$ cat src/rtl/wob_pkg.sv
package wob_pkg;
  localparam int unsigned BUS_AW    = 16;
  localparam int unsigned BUS_DW    = 16;
  localparam int unsigned BUS_BYTES = BUS_DW / 8;
  localparam int unsigned LANE_W    = $clog2(BUS_BYTES);

  typedef logic [BUS_DW-1:0]    word_t;
  typedef logic [BUS_BYTES-1:0] be_t;

  // byte enables for one transfer
  function automatic be_t lane_enables(input logic wide, input logic [LANE_W-1:0] lane);
    be_t be;
    if (wide) be = '1;
    else begin
      be = '0;
      be[lane] = 1'b1;
    end
    return be;
  endfunction

  function automatic word_t expand_be(input be_t be);
    word_t m;
    for (int b = 0; b < int'(BUS_BYTES); b++) m[b*8 +: 8] = {8{be[b]}};
    return m;
  endfunction
endpackage

$ cat src/rtl/wob_decoder.sv
module wob_decoder #(
  parameter int unsigned N_SLV = 3,
  parameter int unsigned TAG_W = 12,
  parameter logic [N_SLV*TAG_W-1:0] BASES = '0
) (
  input  logic             clk_i,
  input  logic             rst_ni,
  input  logic [TAG_W-1:0] tag_i,
  output logic [N_SLV-1:0] hit_o
);
  for (genvar k = 0; k < N_SLV; k++) begin : g_cmp
    assign hit_o[k] = (tag_i == BASES[k*TAG_W +: TAG_W]);
  end

  p_one_hit_r11: assert property (@(posedge clk_i) disable iff (!rst_ni)
    $onehot0(hit_o))
    else $error("overlapping bank windows");
endmodule

$ cat src/rtl/wob_reg_slave.sv
module wob_reg_slave
  import wob_pkg::*;
#(
  parameter int unsigned WIN_BITS = 4
) (
  input  logic                clk_i,
  input  logic                rst_ni,
  input  logic                hit_i,
  input  logic                rd_i,
  input  logic                wr_i,
  input  logic                wide_i,
  input  logic [WIN_BITS-1:0] off_i,
  input  word_t               wdata_i,
  output word_t               rdata_o
);
  localparam int unsigned N_REGS = (2 ** WIN_BITS) / BUS_BYTES;
  localparam int unsigned IDX_W  = WIN_BITS - LANE_W;

  logic [IDX_W-1:0]  idx;
  logic [LANE_W-1:0] lane;
  be_t               be;
  logic              wr_en, rd_en;
  logic [N_REGS-1:0][BUS_DW-1:0] regs_q;
  word_t             rdata_d, rdata_q;

  assign idx   = off_i[WIN_BITS-1:LANE_W];
  assign lane  = off_i[LANE_W-1:0];
  assign be    = lane_enables(wide_i, lane);
  assign wr_en = hit_i & wr_i;
  assign rd_en = hit_i & rd_i;

  for (genvar r = 0; r < N_REGS; r++) begin : g_reg
    for (genvar b = 0; b < BUS_BYTES; b++) begin : g_lane
      logic lane_we;
      assign lane_we = wr_en && (idx == IDX_W'(r)) && be[b];

      always_ff @(posedge clk_i or negedge rst_ni) begin
        if (!rst_ni)      regs_q[r][b*8 +: 8] <= '0;
        else if (lane_we) regs_q[r][b*8 +: 8] <= wdata_i[b*8 +: 8];
      end

      p_lane_hold_r3: assert property (@(posedge clk_i) disable iff (!rst_ni)
        !(wr_en && (idx == IDX_W'(r)) && be[b]) |=> $stable(regs_q[r][b*8 +: 8]))
        else $error("untargeted byte lane changed");
    end
  end

  // zero unless this bank is being read: required by the OR merge
  always_comb begin
    rdata_d = '0;
    if (rd_en) rdata_d = regs_q[idx] & expand_be(be);
  end

  always_ff @(posedge clk_i or negedge rst_ni) begin
    if (!rst_ni) rdata_q <= '0;
    else         rdata_q <= rdata_d;
  end

  assign rdata_o = rdata_q;

  p_idle_zero_r6: assert property (@(posedge clk_i) disable iff (!rst_ni)
    !(hit_i && rd_i) |=> (rdata_o == '0))
    else $error("unselected bank drove read data");

  p_read_old_r9: assert property (@(posedge clk_i) disable iff (!rst_ni)
    (hit_i && rd_i && wide_i) |=> (rdata_o == $past(regs_q[idx])))
    else $error("read did not return pre-write value");
endmodule

$ cat src/rtl/wob_or_merge.sv
module wob_or_merge
  import wob_pkg::*;
#(
  parameter int unsigned N_SLV = 3
) (
  input  logic [N_SLV-1:0][BUS_DW-1:0] rdata_i,
  output word_t                        rdata_o
);
  always_comb begin
    rdata_o = '0;
    for (int k = 0; k < int'(N_SLV); k++) rdata_o |= rdata_i[k];
  end
endmodule

$ cat src/rtl/wob_fabric.sv
module wob_fabric
  import wob_pkg::*;
#(
  parameter int unsigned N_SLV    = 3,
  parameter int unsigned WIN_BITS = 4,
  parameter logic [N_SLV*(BUS_AW-WIN_BITS)-1:0] BASES =
    {12'h7F0, 12'h020, 12'h010}
) (
  input  logic              clk_i,
  input  logic              rst_ni,
  input  logic              sel_i,
  input  logic              rd_i,
  input  logic              wr_i,
  input  logic              wide_i,
  input  logic [BUS_AW-1:0] addr_i,
  input  logic [BUS_DW-1:0] wdata_i,
  output logic [BUS_DW-1:0] rdata_o
);
  localparam int unsigned TAG_W = BUS_AW - WIN_BITS;

  logic [N_SLV-1:0] addr_hit, slv_hit;
  logic [N_SLV-1:0][BUS_DW-1:0] slv_rdata;

  wob_decoder #(.N_SLV(N_SLV), .TAG_W(TAG_W), .BASES(BASES)) u_dec (
    .clk_i  (clk_i),
    .rst_ni (rst_ni),
    .tag_i  (addr_i[BUS_AW-1:WIN_BITS]),
    .hit_o  (addr_hit)
  );

  assign slv_hit = addr_hit & {N_SLV{sel_i}};

  for (genvar k = 0; k < N_SLV; k++) begin : g_slv
    wob_reg_slave #(.WIN_BITS(WIN_BITS)) u_slv (
      .clk_i   (clk_i),
      .rst_ni  (rst_ni),
      .hit_i   (slv_hit[k]),
      .rd_i    (rd_i),
      .wr_i    (wr_i),
      .wide_i  (wide_i),
      .off_i   (addr_i[WIN_BITS-1:0]),
      .wdata_i (wdata_i),
      .rdata_o (slv_rdata[k])
    );
  end

  wob_or_merge #(.N_SLV(N_SLV)) u_merge (
    .rdata_i (slv_rdata),
    .rdata_o (rdata_o)
  );

  p_unmapped_zero_r7: assert property (@(posedge clk_i) disable iff (!rst_ni)
    (sel_i && rd_i && !(|addr_hit)) |=> (rdata_o == '0))
    else $error("unmapped read returned data");

  p_no_sel_quiet_r8: assert property (@(posedge clk_i) disable iff (!rst_ni)
    !sel_i |=> (rdata_o == '0))
    else $error("read data without select");

  p_byte_lane_r5: assert property (@(posedge clk_i) disable iff (!rst_ni)
    (sel_i && rd_i && !wide_i) |=> ($countones({|rdata_o[15:8], |rdata_o[7:0]}) <= 1))
    else $error("byte read drove both lanes");
endmodule

$ cat config.mk
export PLATFORM = sky130hd
export DESIGN_NAME = wob_fabric
export DESIGN_NICKNAME = d
export VERILOG_FILES = /design/src/rtl/wob_pkg.sv /design/src/rtl/wob_decoder.sv /design/src/rtl/wob_reg_slave.sv /design/src/rtl/wob_or_merge.sv /design/src/rtl/wob_fabric.sv
export SDC_FILE = /design/constraint.sdc
export NUM_CORES = 1
export LEC_CHECK = 0
export ABC_AREA = 0
export ABC_CLOCK_PERIOD_IN_PS = 3000
export BUFFER_PORTS_ARGS = -buffer_cell sky130_fd_sc_hd__buf_4
export CORE_AREA = 2 2 242 185
export CTS_CLUSTER_DIAMETER = 80
export CTS_CLUSTER_SIZE = 10
export DETAILED_ROUTE_END_ITERATION = 8
export DIE_AREA = 0 0 244 187
export GPL_TIMING_DRIVEN = 0
export MAX_ROUTING_LAYER = met4
export PLACE_DENSITY = 0.6
export SKIP_LAST_GASP = 1
export SYNTH_ARGS = -nofsm -noshare
export SYNTH_HDL_FRONTEND = slang
export SYNTH_SLANG_ARGS = --single-unit
$ cat constraint.sdc
create_clock -name clk_i -period 3 [get_ports clk_i]
set_input_delay 0.6 -clock clk_i [delete_from_list [all_inputs] [get_ports clk_i]]
set_output_delay 0.6 -clock clk_i [all_outputs]
set_load 0.005 [all_outputs]
==> run metrics, run 1 <==
post-CTS sizing 0; Port Buffers 50; WL per Instance 26.1 um; fillcell total ~3.7k; First-pass DRT Iterations 5; Tcrit/Tclk final 90.2%; largest net degree at the start of global routing 121; initial antenna violation count 4; routability cong. between 0.8 and 0.9; Seq cells post-synth around 430; peak supply drop 0.401 mV; critical path peak fanout 10; slowest cell on the critical path buf_1; mapped cell area 19300 um^2; Yosys top cell by area dfrtp_1; Syn. warnings 0; max-capacitance violation count 0; unrepaired setup endpoints after global routing no; Peak Freq 0.369 GHz; Tot GR Track Use 22.9%; vias per inst 5.73; Worst Tran Pin Value around 1.1 ns; I/O pin count 54; # DRC 0; vias in the first global route approximately 11k; dpl ws -0.274 ns; Syn Inst Count 1202; Post-synth EDFFs 0; Clock Skew 0.0206 ns; Worst EP arrival approximately 3.1 ns; die area 45600 um^2; Slew Limit Fails 0; Clk Latency, worst-skew pair 0.57 ns; final worst path period need 2.71 ns; die width 244 um; first-pass GRT wire length about 75000 um; CP Launch Type input pin; Avg Inst Size Synth about 16 um^2; worst rel slew slack 24.5%; WL final 49500 um; dominant cell by count in the synthesized netlist dfrtp_1; H-Tree Depth 2; outcome finished, final reports clean; critical path type in -> reg; GR Overflow Total 0; Critical Path RT 3.44 ns; Num CTS Buffers between 40 and 50; DR vias 10.9k; CTS tree built; clock sinks 432; critical path's largest stage delay 0.90 ns; post-synth net total 1240; Chip Height between 150 and 200 um; Iter 0 DRT Violations 670; clock root buffer clkbuf_16; crit path cell chain buf_4 > clkbuf_1 > buf_1 > mux4_2 > mux2i_1 > nor2_1; TNS Setup 0 ns; most frequent cells after synthesis 432 x dfrtp_1, 375 x mux2_2, 96 x mux4_2, 52 x nor2_1, 48 x mux2i_1; starting density of the core 44.1%; final setup vio count 0; CP endpoint kind flip-flop; Leak ~11 nW; Final WS setup 0.293 ns; power per cell area 532 nW/um^2; Placeable Area 43700 um^2; # rows 67; Async S/R FF share, synth between 90% and 100%; Detail Route Antenna Nets 0; hold_buf cts 0; share of layout cells above drive strength 1 around 50%; Seq/Total Area, Yosys between 50 and 60%; post-CTS setup buffer count 0; Final Hold Viols 0; post-DP HPWL 34400 um; Synth area leaders dfrtp_1 56%, mux2_2 22%, mux4_2 11%; clock transition at the registers of the reported paths around 0.060 ns; post-synth top area share 56.1%; synth unique cells 39; Longest Clk Path Bufs 3; HP Class in -> async; Top FF cell, synth dfrtp_1; nets about 1.3k; P&R area growth vs syn 13.0%
## where the power goes
part | total [mW] | internal, mW | switching (mW)
Combinational | 0.551 | 0.142 | 0.409
Sequential | 5.83 | 5.83 | 0.000671
Clock | 5.20 | 2.97 | 2.23
Total | 11.6 | 8.94 | 2.64
## through the flow
stage	total power, mW	instances	hold WS (ns)	utilization, %	cell area, um^2
3_3_place_gp	6.47	1838	0.469	46.7	20400
3_5_place_dp	6.49	1841	0.482	46.9	20500
5_1_grt	12.0	1896	0.0909	49.8	21800
6_report	11.6	1899	0.0475	49.9	21800
4_1_cts	11.7	1894	0.0883	49.8	21800
2_1_floorplan	6.16	1202	0.304	-	19300
## critical path: cells and delay by family
| family | cells | cell delay, ns |
|---|---|---|
| buf+inv | 3 | 1.63 |
| mux | 2 | 0.79 |
| simple gates | 1 | 0.10 |
## layer usage
| layer | wire [um] | global-route usage [%] |
|---|---|---|
| met5 | 0 | - |
| met4 | 946 | 5.23 |
| met3 | 2590 | 3.90 |
| met2 | 21300 | 31.9 |
| met1 | 24700 | 35.1 |
## worst paths after layout
path / startpoint / to / slack, ns / cells after the start
min: rst_ni / g_slv[0].u_slv.regs_q[15] / 0.05 / 1
max: addr_i[2] / g_slv[1].u_slv.rdata_o[9] / 0.29 / 6
max reg2reg: g_slv[1].u_slv.regs_q[121] / g_slv[1].u_slv.rdata_o[9] / 1.54 / 3
min in group clk_i: wdata_i[15] / g_slv[2].u_slv.regs_q[111] / 0.31 / 2
max in group asynchronous: rst_ni / g_slv[2].u_slv.regs_q[4] / 1.37 / 3
min reg2reg: g_slv[2].u_slv.regs_q[5] / g_slv[2].u_slv.regs_q[5] / 0.49 / 1
## kinds of logic after synthesis
| family | share of synthesized area (%) |
|---|---|
| compound gates | 0.169 |
| buf+inv | 1.66 |
| flops | 56.1 |
| mux | 36.1 |
| simple gates | 5.93 |
## cell type report
type | instances | area [um^2] | area share [%]
Tap cell | 586 | 733 | 3.37
Clock buffer | 51 | 1280 | 5.86
Buffer | 75 | 320 | 1.47
Antenna cell | 5 | 12.5 | 0.0575
Clock inverter | 2 | 17.5 | 0.0804
Timing Repair Buffer | 53 | 465 | 2.14
Sequential cell | 432 | 10800 | 49.6
Multi-Input combinational cell | 695 | 8140 | 37.4
## registers in the layout (all words and copies together), names as in the netlist
signal               count
g_slv.u_slv.rdata_o     48
g_slv.u_slv.regs_q     384
## placed cells by master (no fill, tap or decap), types with 2 or more instances in the layout
cell type / count
nand2_1: 3
or3_1: 16
buf_4: 50
and4_1: 4
nand2b_1: 3
mux2_1: 9
o21ai_1: 2
dfrtp_1: 432
clkbuf_2: 2
inv_6: 2
and2_1: 2
nor3_2: 9
nand3_1: 10
buf_16: 3
nor2_2: 13
nor3b_1: 2
diode_2: 5
nor2b_1: 4
nand3b_1: 4
mux4_2: 96
mux2i_1: 48
clkbuf_1: 44
nand4_1: 7
or3b_1: 4
clkbuf_16: 51
nor2_1: 52
buf_2: 20
nor3_4: 17
nand4_2: 2
mux2_2: 375
buf_1: 7
or2_2: 3
Note: power is estimated with default switching activity, not from simulation.
==> inputs of run 2 (changes only) <==
- ABC_CLOCK_PERIOD_IN_PS: 3000 -> 3340
- CORE_AREA: 2 2 242 185 -> 10 10 250 193
- DIE_AREA: 0 0 244 187 -> 0 0 260 203
- clock period: 3 -> 3.34 ns (I/O delays scaled with it)
==> run 2 against run 1 <==
Against the previous run: worst setup slack gained 0.22 ns; design area shrank 0.26%; non-clock buffer count is the same; largest power group unchanged; clock skew grew 0.0013 ns; largest cell class unchanged; combinational power shrank 8.7%.
==> run metrics, run 2 (synthesis results as in run 1) <==
outcome finished, final reports clean; post-CTS sizing 0 (unchanged); Largest Register g_slv.u_slv.regs_q; dpl ws -0.0228 ns (+0.251 ns); final instance area 21700 um^2 (-0.26%); Chip Height 203 um (+8.6%); Worst Tran Pin Value 1.22 ns (+0.0831 ns); Slew Limit Fails 0 (unchanged); worst hold margin 0.110 ns (+0.0628 ns); Tcrit/Tclk final between 80% and 90%; final setup vio count 0 (unchanged); CTS tree built; clock sinks 432 (unchanged); initial antenna violation count 1 (-3); clock root buffer clkbuf_16; Post-DP Area 20500 um^2 (about the same); HP Class in -> async; P&R area growth vs syn 12.7%; peak supply drop 0.335 mV (-16%); clock transition at the registers of the reported paths 0.05 ns (about the same); Worst Setup SP addr_i[2]; GR Util met1 30.6% (-4.5 points); met2 usage 27.7% (-4.2 points); reg2reg setup slack 1.86 ns (+0.32 ns); post-DP HPWL 35500 um (+3.3%); WL final 51300 um (+3.6%); routability cong. 0.855 (+1.8%); CP endpoint kind flip-flop; Largest register FFs 384 (unchanged); Worst EP arrival 3.25 ns (+0.11 ns); placed cell count 1833 (-0.43%); hold_buf cts 0 (unchanged); vias per inst 5.80 (+1.2%); Peak Freq 0.354 GHz; most frequent cells in the layout 432 x dfrtp_1, 375 x mux2_2, 96 x mux4_2; starting density of the core 44.8% (+0.67 points); RR Startpoint g_slv[2].u_slv.regs_q[112]; Final Hold Viols 0 (unchanged); critical path peak fanout 10 (unchanged); unrepaired setup endpoints after global routing no; nets 1344 (unchanged); Clock Skew 0.0220 ns (+0.00135 ns); Clk Latency, worst-skew pair 0.57 ns (about the same); share of layout cells above drive strength 1 49.7% (about the same); critical path type in -> reg; Detail Route Antenna Nets 0 (unchanged); fillcell total 3649 (-1.9%); I/O pin count 54 (unchanged); Longest Clk Path Bufs 3 (unchanged); commonest non-fill, non-tap cell in the layout dfrtp_1; # rows 66 (-1.5%); die area 52800 um^2 (+16%); Power, Total 10.3 mW (-11%); WL per Instance 27.2 um (+4.2%); first-pass GRT wire length 76700 um (+2.6%); Num CTS Buffers 49 (unchanged); Critical Path RT 3.76 ns (+0.32 ns); Iter 0 DRT Violations 821 (+23%); routing usage on met3 4.08% (+0.17 points); CP Launch Type input pin; final worst path period need 2.83 ns; # DRC 0 (unchanged); GR Overflow Total 0 (unchanged); Most Used Layer, Global Route met1; First-pass DRT Iterations 5 (unchanged); die width 260 um (+6.6%); max-capacitance violation count 0 (unchanged); vias in the first global route 11.2k (+0.080%); Final WS setup 0.514 ns (+0.221 ns); Placeable Area 43000 um^2 (-1.5%); post-CTS setup buffer count 0 (unchanged); Critical Path Sink g_slv[2].u_slv.rdata_o[0]; worst rel slew slack 18.9% (-5.5 points); FF-to-FF End g_slv[2].u_slv.rdata_o[0]; Register-to-Register Path Depth 3 (unchanged); Port Buffers 50 (unchanged); Final Core Density 50.5% (+0.62 points); H-Tree Depth 2 (unchanged); DR vias 10.9k (+0.64%); largest net degree at the start of global routing 126 (+4.1%); power per cell area 476 nW/um^2 (-11%); Leak 10.5 nW (-0.19%); TNS Setup 0 ns (unchanged); Tot GR Track Use 20.2% (-2.7 points); non-filler instance count after layout 1888 (-0.58%)
run 2: changes by cell type in the layout (fill, tap and decap cells not counted):
cell | before | now
clkbuf_16 | 51 | 49
diode_2 | 5 | 3
inv_6 | 2 | 3
run 2: worst max-delay path, stage by stage:
cell	delay, ns
buf_4	0.21
clkbuf_1	0.72
buf_1	0.72
mux4_2	0.42
mux2i_1	0.40
nor2_1	0.10
run 2: final cells by class:
type                            instances  area (um^2)  area share [%]
Multi-Input combinational cell        695         8140            37.5
Clock inverter                          3         26.3           0.121
Antenna cell                            3         7.51          0.0346
Timing Repair Buffer                   53          465            2.14
Buffer                                 75          320            1.47
Clock buffer                           49         1230            5.64
Tap cell                              578          723            3.33
Sequential cell                       432        10800            49.8
run 2: how the worst min path moves through the flow:
stage                        startpoint                         to  slack, ns  depth (start not counted)
2_1_floorplan                    rst_ni  g_slv[0].u_slv.rdata_o[0]       0.37                          0
3_3_place_gp   g_slv[2].u_slv.regs_q[2]   g_slv[2].u_slv.regs_q[2]       0.47                          1
3_5_place_dp   g_slv[2].u_slv.regs_q[6]   g_slv[2].u_slv.regs_q[6]       0.48                          1
4_1_cts                          rst_ni  g_slv[1].u_slv.regs_q[30]       0.13                          1
5_1_grt                          rst_ni  g_slv[1].u_slv.regs_q[30]       0.16                          1
6_report                         rst_ni  g_slv[1].u_slv.regs_q[30]       0.11                          1
run 2: power breakdown:
group,internal [mW],switching (mW),leakage [nW]
registers,5.24,0.000604,6.04
logic,0.128,0.376,3.87
clock network,2.58,2.01,0.617
total,7.94,2.39,10.5
run 2: routing by layer:
metal  vias up  wire [um]
met4         0        799
met5         -          0
met2       256      21800
li1       4659          -
met1      5968      25500
met3        63       3130
